$ cat src/rtl/dsel_pkg.sv
package dsel_pkg;

    typedef enum logic [1:0] {
        MODE_UNIFORM   = 2'b00,
        MODE_BITREV    = 2'b01,
        MODE_TRANSPOSE = 2'b10,
        MODE_HOTSPOT   = 2'b11
    } dsel_mode_e;

endpackage

$ cat src/rtl/dsel_lfsr.sv
module dsel_lfsr #(
    parameter int          LFSR_W = 32,
    parameter logic [31:0] TAPS   = 32'h8020_0003,
    parameter logic [31:0] SEED   = 32'hACE1_2468,
    parameter int          OUT_W  = 12
) (
    input  logic             clk,
    input  logic             rst_n,
    input  logic             step_i,
    output logic [OUT_W-1:0] pool_o
);

    typedef struct packed {
        logic [LFSR_W-1:0] state;
    } lfsr_t;

    lfsr_t cur_q, nxt_d;

    generate
        if (OUT_W > LFSR_W) begin : g_bad_width
            $error("dsel_lfsr: pool wider than the LFSR");
        end
    endgenerate

    always_comb begin
        nxt_d = cur_q;
        if (step_i) begin
            if (cur_q.state[0]) begin
                nxt_d.state = (cur_q.state >> 1) ^ TAPS[LFSR_W-1:0];
            end else begin
                nxt_d.state = cur_q.state >> 1;
            end
        end
    end

    always_ff @(posedge clk or negedge rst_n) begin
        if (!rst_n) begin
            cur_q.state <= SEED[LFSR_W-1:0];
        end else begin
            cur_q <= nxt_d;
        end
    end

    assign pool_o = cur_q.state[OUT_W-1:0];

endmodule

$ cat src/rtl/dsel_perm.sv
module dsel_perm #(
    parameter int ADDR_W = 4
) (
    input  logic [ADDR_W-1:0] src_i,
    output logic [ADDR_W-1:0] rev_o,
    output logic [ADDR_W-1:0] trn_o
);

    localparam int HALF = ADDR_W / 2;

    generate
        if (ADDR_W % 2 != 0) begin : g_odd
            $error("dsel_perm: transpose needs an even address width");
        end
        for (genvar b = 0; b < ADDR_W; b++) begin : g_rev
            assign rev_o[b] = src_i[ADDR_W-1-b];
        end
        for (genvar b = 0; b < HALF; b++) begin : g_trn
            assign trn_o[b + HALF] = src_i[b];
            assign trn_o[b]        = src_i[b + HALF];
        end
    endgenerate

endmodule

$ cat src/rtl/dsel_uniform.sv
module dsel_uniform #(
    parameter int ADDR_W = 4,
    parameter int DRAWS  = 3,
    localparam int POOL_W = ADDR_W * DRAWS
) (
    input  logic [POOL_W-1:0] pool_i,
    input  logic [ADDR_W-1:0] src_i,
    output logic [ADDR_W-1:0] dst_o
);

    logic [ADDR_W-1:0] cand [DRAWS];
    logic [DRAWS-1:0]  hit;

    generate
        for (genvar g = 0; g < DRAWS; g++) begin : g_slice
            assign cand[g] = pool_i[g*ADDR_W +: ADDR_W];
            assign hit[g]  = (cand[g] != src_i);
        end
    endgenerate

    always_comb begin
        dst_o = src_i + ADDR_W'(1);
        for (int g = DRAWS - 1; g >= 0; g--) begin
            if (hit[g]) begin
                dst_o = cand[g];
            end
        end
    end

endmodule

$ cat src/rtl/traffic_dest_sel.sv
module traffic_dest_sel
    import dsel_pkg::*;
#(
    parameter int ADDR_W = 4,
    parameter int DRAWS  = 3,
    parameter int LFSR_W = 32,
    parameter logic [31:0] TAPS = 32'h8020_0003,
    parameter logic [31:0] SEED = 32'hACE1_2468
) (
    input  logic              clk,
    input  logic              rst_n,
    input  logic              req_i,
    input  logic [ADDR_W-1:0] src_i,
    input  logic [1:0]        mode_i,
    input  logic [ADDR_W-1:0] hot_i,
    output logic [ADDR_W-1:0] dst_o,
    output logic              dst_vld_o
);

    localparam int POOL_W = ADDR_W * DRAWS;

    typedef struct packed {
        logic [ADDR_W-1:0] dst;
        logic              vld;
    } out_t;

    out_t cur_q, nxt_d;

    logic [POOL_W-1:0] pool;
    logic [ADDR_W-1:0] uni_dst;
    logic [ADDR_W-1:0] rev_dst;
    logic [ADDR_W-1:0] trn_dst;
    dsel_mode_e        mode;

    assign mode = dsel_mode_e'(mode_i);

    dsel_lfsr #(
        .LFSR_W (LFSR_W),
        .TAPS   (TAPS),
        .SEED   (SEED),
        .OUT_W  (POOL_W)
    ) u_lfsr (
        .clk    (clk),
        .rst_n  (rst_n),
        .step_i (req_i),
        .pool_o (pool)
    );

    dsel_uniform #(
        .ADDR_W (ADDR_W),
        .DRAWS  (DRAWS)
    ) u_uni (
        .pool_i (pool),
        .src_i  (src_i),
        .dst_o  (uni_dst)
    );

    dsel_perm #(
        .ADDR_W (ADDR_W)
    ) u_perm (
        .src_i  (src_i),
        .rev_o  (rev_dst),
        .trn_o  (trn_dst)
    );

    always_comb begin
        nxt_d     = cur_q;
        nxt_d.vld = 1'b0;
        if (req_i) begin
            unique case (mode)
                MODE_UNIFORM: begin
                    nxt_d.dst = uni_dst;
                    nxt_d.vld = 1'b1;
                end
                MODE_BITREV: begin
                    nxt_d.dst = rev_dst;
                    nxt_d.vld = (rev_dst != src_i);
                end
                MODE_TRANSPOSE: begin
                    nxt_d.dst = trn_dst;
                    nxt_d.vld = (trn_dst != src_i);
                end
                MODE_HOTSPOT: begin
                    nxt_d.dst = hot_i;
                    nxt_d.vld = (hot_i != src_i);
                end
                default: begin
                    nxt_d.vld = 1'b0;
                end
            endcase
        end
    end

    always_ff @(posedge clk or negedge rst_n) begin
        if (!rst_n) begin
            cur_q <= '0;
        end else begin
            cur_q <= nxt_d;
        end
    end

    assign dst_o     = cur_q.dst;
    assign dst_vld_o = cur_q.vld;

endmodule

$ cat config.mk
export PLATFORM = sky130hd
export DESIGN_NAME = traffic_dest_sel
export DESIGN_NICKNAME = d
export VERILOG_FILES = /design/src/rtl/dsel_pkg.sv /design/src/rtl/dsel_lfsr.sv /design/src/rtl/dsel_perm.sv /design/src/rtl/dsel_uniform.sv /design/src/rtl/traffic_dest_sel.sv
export SDC_FILE = /design/constraint.sdc
export NUM_CORES = 1
export LEC_CHECK = 0
export CORE_MARGIN = 2
export CORE_UTILIZATION = 27
export CTS_BUF_LIST = sky130_fd_sc_hd__clkbuf_8
export DETAILED_ROUTE_END_ITERATION = 10
export DONT_BUFFER_PORTS = 1
export HOLD_SLACK_MARGIN = 0.12
export SYNTH_ARGS = -nofsm -noshare
export SYNTH_HDL_FRONTEND = slang
export SYNTH_SLANG_ARGS = --single-unit
$ cat constraint.sdc
create_clock -name clk -period 2.1 [get_ports clk]
set_input_delay 0.105 -clock clk [delete_from_list [all_inputs] [get_ports clk]]
set_output_delay 0.105 -clock clk [all_outputs]
set_load 0.05 [all_outputs]
-- Word-level counts from Yosys, hierarchy flattened
Cells that the tools add are included.
- flip-flop bits (word level): 37
- logic and storage cells: 21
- add/sub/neg operators: 1
- reductions and logical operators: 1
- bitwise gates (word level): 1
- equality and inequality tests: 9
- multiplexer cells: 6
- operators with widths (operator ; count):
    $mux W32 ; 1
    $ne A4 B4 Y1 ; 6
    $pmux W5 S4 ; 1
    $mux W4 ; 3
    $add A4 B1 Y4 const B ; 1
    $eq A2 B2 Y1 const B ; 2
    $not A3 Y4 ; 1
    $eq A2 B1 Y1 const B ; 1
    $logic_not A2 Y1 ; 1
    $mux W1 ; 1

-- Depth between registers and ports, before layout
Gate-level depths: netlist of run 1.
- word-level depth: 6
- depth in mapped cells: 5

-- Cells and area by module
Synthesis of run 1 repeated with hierarchy kept, for this count alone.
- cells, all modules: 168
- area, all modules: 2245.9 µm²
- modules (own cells, without submodules) (module ; seq. area each (µm²) ; area an instance (µm²) ; cells each ; times used):
    dsel_lfsr ; 817.0 ; 1437.6 ; 85 ; 1
    traffic_dest_sel ; 125.1 ; 414.1 ; 35 ; 1
    dsel_uniform ; 0.0 ; 334.1 ; 40 ; 1
    dsel_perm ; 0.0 ; 60.1 ; 8 ; 1

-- Worst setup path after synthesis of run 1
Ideal clock, no wire load.
- path type: flip-flop to flip-flop
- start: reg u_lfsr.cur_q[5] (netlist bit)
- end: reg cur_q, in the netlist dst_o[2]
- slack: 0.416 ns
- data arrival time: 1.558 ns
- cell stages (with the launch flop): 5
- period minus slack after synthesis: 1.684 ns
- data required time: 1.974 ns
- cells stage by stage: dfstp_2 xor2_1 nor4_2 o311ai_0 a221o_1
- cells in the longest elaborated chain, start to end: 4
- RTL lines (element ; line ; source):
    start: declaration ; dsel_lfsr.sv:17 ; lfsr_t cur_q, nxt_d;
    start signal: assignment ; dsel_lfsr.sv:40 ; cur_q <= nxt_d;
    $ne A4 B4 Y1 ; dsel_uniform.sv:17 ; assign hit[g] = (cand[g] != src_i);
    $mux W4 (2 in a row) ; dsel_uniform.sv:24 ; if (hit[g]) begin
    $pmux W5 S4 ; traffic_dest_sel.sv:70 ; unique case (mode)
    end signal: assignment ; traffic_dest_sel.sv:98 ; cur_q <= nxt_d;
    end: declaration ; traffic_dest_sel.sv:27 ; out_t cur_q, nxt_d;
Every way passes these cells.
A chain may end at the register's enable or synchronous reset.

-- Worst setup path after layout of run 1
- start: reg u_lfsr.cur_q[5] (netlist bit)
- end: reg cur_q, in the netlist dst_o[3]
The elaborated chain is that of the path after synthesis.

==> results of run 1 <==
## metrics by stage
step	utilization, %	std cells	setup slack, ps
floorplan	-	170	416.4
global placement	28.76	258	302.9
detailed placement	28.76	258	273.6
CTS	31.86	275	265.1
global route	31.86	275	44.79
finish	31.86	275	266.9
## Yosys cell counts (2+ instances only)
master / instances
buf_6: 2
a22oi_1: 2
o41ai_1: 3
nor2b_1: 6
xnor2_1: 12
a21oi_1: 2
mux2i_1: 4
o311ai_0: 4
nor4_1: 2
a221o_1: 2
clkbuf_1: 2
and3_1: 4
nor2_1: 6
buf_1: 3
buf_4: 3
a221oi_1: 6
nand4_1: 2
dfstp_2: 13
a41o_1: 2
nand2_1: 4
inv_1: 6
dfrtp_1: 24
mux2_2: 31
o21ai_0: 3
xor2_1: 13
## registers in the layout, summed over array words and instances (netlist names)
name	flops
dst_o	4
u_lfsr.cur_q	32
dst_vld_o	1
## logic make-up after synthesis
family	count (synthesis)	share of synthesized area [%]
buf+inv	17	4.497
compound gates	26	10.35
xor+xnor	25	10.78
fa+ha+maj	1	0.6160
flops	37	46.40
simple gates	29	8.194
mux	35	19.16
## metal layers
metal  global-route usage (%)  up-vias
met5                        0        -
met2                    15.11       19
met1                    13.09      664
met3                    3.005        3
met4                    2.692        0
li1                         -      633
## final cells by class
| class | instances | area, um^2 | area share [%] |
|---|---|---|---|
| inverter | 6 | 22.52 | 0.9746 |
| timing repair buffer | 9 | 110.1 | 4.764 |
| sequential | 37 | 942.2 | 40.77 |
| tap | 99 | 123.9 | 5.360 |
| multi-input combinational | 116 | 997.2 | 43.15 |
| clock buffer | 5 | 68.82 | 2.978 |
| clock inverter | 3 | 46.29 | 2.003 |
## worst max-delay path by stage
stage,slack [ps],cells past startpoint,to
6_report,270,4,dst_o[3]
5_1_grt,40,4,dst_o[3]
4_1_cts,270,4,dst_o[2]
3_5_place_dp,270,4,dst_o[2]
3_3_place_gp,300,4,dst_o[2]
2_1_floorplan,420,4,dst_o[2]
## repair_timing
action                    in CTS  in global routing
resized for setup              0                  0
hold buffers                   9                  0
hold endpoints to repair      74                  0
## power groups by stage
stage	Combinational, mW	Sequential [mW]	Clock, mW
3_5_place_dp	0.717	1.44	0
3_3_place_gp	0.705	1.43	0
4_1_cts	0.786	1.43	0.642
5_1_grt	0.868	1.48	0.676
2_1_floorplan	0.694	1.34	0
6_report	0.779	1.42	0.621
==> run metrics, run 1 <==
clk root buf=clkbuf_8; IO buf count=0; Slew Limit Fails=0; worst min path class=input port to flop; Pint=1.939 mW; Period Utilization, post-route=87.29%; area delta synth->final=13.80%; Critical Path RT=2280 ps; WP buf/inv=0; GRT overflow=0; DRT iter0 DRCs=52; first-pass GRT wire length=6492 um; yosys warns=0; Worst Reg-to-Reg Cells=4; antenna diode count=0; DR top layer=met4; post-synthesis instance area=2031 um^2; DIE WIDTH=90.73 um; sequential-to-total area share from yosys stat=46.40%; sequential share of power=50.4%; Routability Congestion=0.7713; Primary FF master, synth=dfrtp_1; Finished Cell Area=2311 um^2; Post-CTS Setup Bufs=0; height of the die=90.73 um; reg2reg end=dst_o[3]; final wirelength=3797 um; mean area per synthesized cell=11.95 um^2; GRT Total Usage=9.731%; Crit Path Category=flop to flop; Min-Delay Endpoint=u_lfsr.cur_q[6]; Clk pwr share=22.0%; DRC Markers=0; Post-DP HPWL=2529 um; worst hold slack=133.2 ps; switch share=31.28%; number of enable flip-flop cells after synthesis=0; status=completed; worst skew pair latency=290 ps; Num CTS Buffers=5; Worst-Margin Slew=508.3 ps; Crit. End Element=flop; fin crit period=1833 ps; initial antenna violation count=0; met3 wire length=192 um; unique cell type count in the Yosys netlist=34; Fmax achieved=0.5455 GHz; crit path DAT=2010 ps; cell taking the most area after synthesis=dfrtp_1; FF-to-FF Start=u_lfsr.cur_q[5]; Syn Nets=184; I/O Pins=18; Max FO, Critical Path=8; Worst Setup Start Kind=flop; most frequent cells in the layout=mux2_2 (31), dfrtp_1 (24), xor2_1 (13), dfstp_2 (13), xnor2_1 (12); asr flop ratio synth=100.0%; Core Region=7253 um^2; wire per inst=13.81 um; maximum clock path buffer count=2; Final Setup Violations=0; Final Hold Vio Count=0; vias per inst=4.796; pwr dens=1221 nW/um^2; Hold Crit Start=req_i; Worst VDD drop=0.6469 mV; skew final=3.747 ps; Yosys top cell area share=29.57%; P_leak=0.9138 nW; total negative slack=0 ps; Cell Area, Placed=2086 um^2; Fill cells=745; DR WL met2=1765 um; synth top area cells=dfrtp_1 (30%), mux2_2 (17%), dfstp_2 (17%), xor2_1 (5.6%), xnor2_1 (5.2%); layout cells sized above 1=31.25%; Slew HR=65.83%; Psw=0.8828 mW; Worst path top cell family by delay=compound AO/OA/AOI/OAI gates; die area=8231 um^2; Final #Nets=189; CTS H-tree depth=2; TritonCTS clock tree=done; slowest CP cell=dfstp_2; reg-to-reg setup timing slack=270 ps; commonest non-fill, non-tap cell in the layout=mux2_2; vias in the first global route=1301; Hold Crit Depth=2; Initial Utilization=28.00%; clk slew on worst S/H paths=80 ps; total number of vias=1319; largest net degree at the start of global routing=42; CTS sink count=37; first-pass iteration count of the detailed router=4; FP Rows=31; critical path cell sequence=xor2_1 > nor4_2 > o311ai_0 > a221o_1; Gate power share=27.6%; maxcap violations=0; Mapped Cells=170; WL met1=1817 um; setup repair after global routing missed its margin=no; Total Power=2.822 mW; crit path launch=u_lfsr.cur_q[5]; Largest stage delay, worst path=560 ps; FF+latch count, synth=37; post-route ant nets=0
Note: power is estimated with default switching activity, not from simulation.
==> run 2: changes to the inputs <==
--- a/config.mk
+++ b/config.mk
@@ -5,12 +5,14 @@
 export SDC_FILE = /design/constraint.sdc
 export NUM_CORES = 1
 export LEC_CHECK = 0
+export CORE_ASPECT_RATIO = 0.7
 export CORE_MARGIN = 2
 export CORE_UTILIZATION = 27
 export CTS_BUF_LIST = sky130_fd_sc_hd__clkbuf_8
 export DETAILED_ROUTE_END_ITERATION = 10
 export DONT_BUFFER_PORTS = 1
 export HOLD_SLACK_MARGIN = 0.12
+export SLEW_MARGIN = 20
 export SYNTH_ARGS = -nofsm -noshare
 export SYNTH_HDL_FRONTEND = slang
 export SYNTH_SLANG_ARGS = --single-unit
==> run metrics, run 2 (same netlist as run 1, synthesis figures left out) <==
status=completed; final wirelength=4102 um; Final Setup Violations=0; Initial Utilization=27.87%; Finished Cell Area=2305 um^2; DRT iter0 DRCs=60; DIE WIDTH=107.7 um; I/O Pins=18; largest net degree at the start of global routing=42; Finished Layout Cells=273; Cell Area, Placed=2085 um^2; clk root buf=clkbuf_8; total negative slack=0 ps; maximum clock path buffer count=2; GRT overflow=0; Worst path top cell family by delay=compound AO/OA/AOI/OAI gates; post-CTS sizing=0; worst skew pair latency=290 ps; layout cells sized above 1=31.43%; critical path cell sequence=xor2_1 > nor4_2 > o311ai_0 > a221o_1; Final Hold Vio Count=0; Worst Setup Start Kind=flop; Post-CTS Hold Fix Bufs=8; Period Utilization, post-route=92.39%; first-pass GRT wire length=6665 um; Num CTS Buffers=5; Max FO, Critical Path=8; worst min path class=input port to flop; post-route ant nets=0; Fill cells=771; DRC Markers=0; height of the die=76.56 um; Crit. End Element=flop; Critical Path RT=2270 ps; crit path DAT=2110 ps; slowest CP cell=nor4_2; Post-CTS Setup Bufs=0; setup repair after global routing missed its margin=no; TritonCTS clock tree=done; Largest stage delay, worst path=580 ps; clk slew on worst S/H paths=70 ps; vias per inst=4.755; WP buf/inv=0; Routability Congestion=0.7580; multi-input logic area=997.2 um^2; GRT Total Usage=10.27%; placed cells=257; FP Rows=26; fin crit period=1940 ps; wire per inst=15.03 um; most frequent cells in the layout=mux2_2 (31), dfrtp_1 (24), xor2_1 (13), dfstp_2 (13), xnor2_1 (12); Register Area=942.2 um^2; first-pass iteration count of the detailed router=4; Core Util, Final=31.63%; Crit Path Category=flop to flop; initial antenna violation count=0; pwr dens=1243 nW/um^2; area delta synth->final=13.49%; antenna diode count=0; total number of vias=1298; IO buf count=0; Biggest register=u_lfsr.cur_q; Total Power=2.865 mW; CTS sink count=37; vias in the first global route=1327; Slew HR=59.85%; Post-DP HPWL=2747 um; Final #Nets=188; commonest non-fill, non-tap cell in the layout=mux2_2; Core Region=7287 um^2; CTS H-tree depth=2; P_leak=0.9113 nW; Worst-Margin Slew=597.3 ps; maxcap violations=0; skew final=5.434 ps; die area=8242 um^2; Slew Limit Fails=0; Worst VDD drop=0.4239 mV; max reg flops=32; Fmax achieved=0.5154 GHz
-- run 2: cell count changes in the layout (fill, tap and decap cells not counted), sizes merged --
cell	previous run	this run
dlygate4sd3	7	6
clkbuf	5	6
clkinv	1	0
-- run 2: worst reg2reg max path: cells and delay by family (launching register included) --
kind                      cells  cell delay [ps]
AOI/OAI and AO/OA             2              610
and+or+nand+nor               1              580
xor gates and xnor gates      1               80
DFF                           1              560
-- run 2: metrics by stage --
step / worst slack, ps / hold slack, ps
floorplan: 416.4 / -190.6
global placement: 276.0 / -189.6
detailed placement: 203.3 / -188.9
CTS: 188.7 / 121.2
global route: 90.82 / 136.8
finish: 159.7 / 125.3
-- run 2: cell type report --
class | instances | share of cell area (%)
clock buffer | 6 | 3.583
clock inverter | 2 | 1.629
inverter | 6 | 0.9772
multi-input combinational | 116 | 43.27
sequential | 37 | 40.88
tap | 98 | 5.320
timing repair buffer | 8 | 4.343
-- run 2: path summary, 6_finish.rpt --
kind | slack (ps) | depth (start not counted) | to | start
worst min-delay path | 130 | 3 | dst_o[1] | mode_i[1]
worst max register to register | 160 | 4 | dst_o[2] | u_lfsr.cur_q[5]
max in group asynchronous | 1550 | 2 | u_lfsr.cur_q[26] | rst_n
worst max-delay path | 160 | 4 | dst_o[2] | u_lfsr.cur_q[5]
worst min register to register | 500 | 1 | u_lfsr.cur_q[14] | u_lfsr.cur_q[15]
min in group asynchronous | 290 | 2 | u_lfsr.cur_q[11] | rst_n
-- run 2: routing by layer --
layer,wire length [um],global-route usage (%),up-vias
li1,-,-,631
met3,223,3.593,2
met1,2084,14.42,641
met2,1778,15.16,24
met4,16,2.308,0
met5,0,0,-
-- run 2: where the power goes --
part           internal, mW  switching (mW)  total (mW)  leakage (nW)
logic                 0.469           0.331       0.801         0.438
clock network         0.386           0.260       0.646        0.0574
registers              1.11           0.305        1.42         0.416
total                  1.97           0.896        2.87         0.911
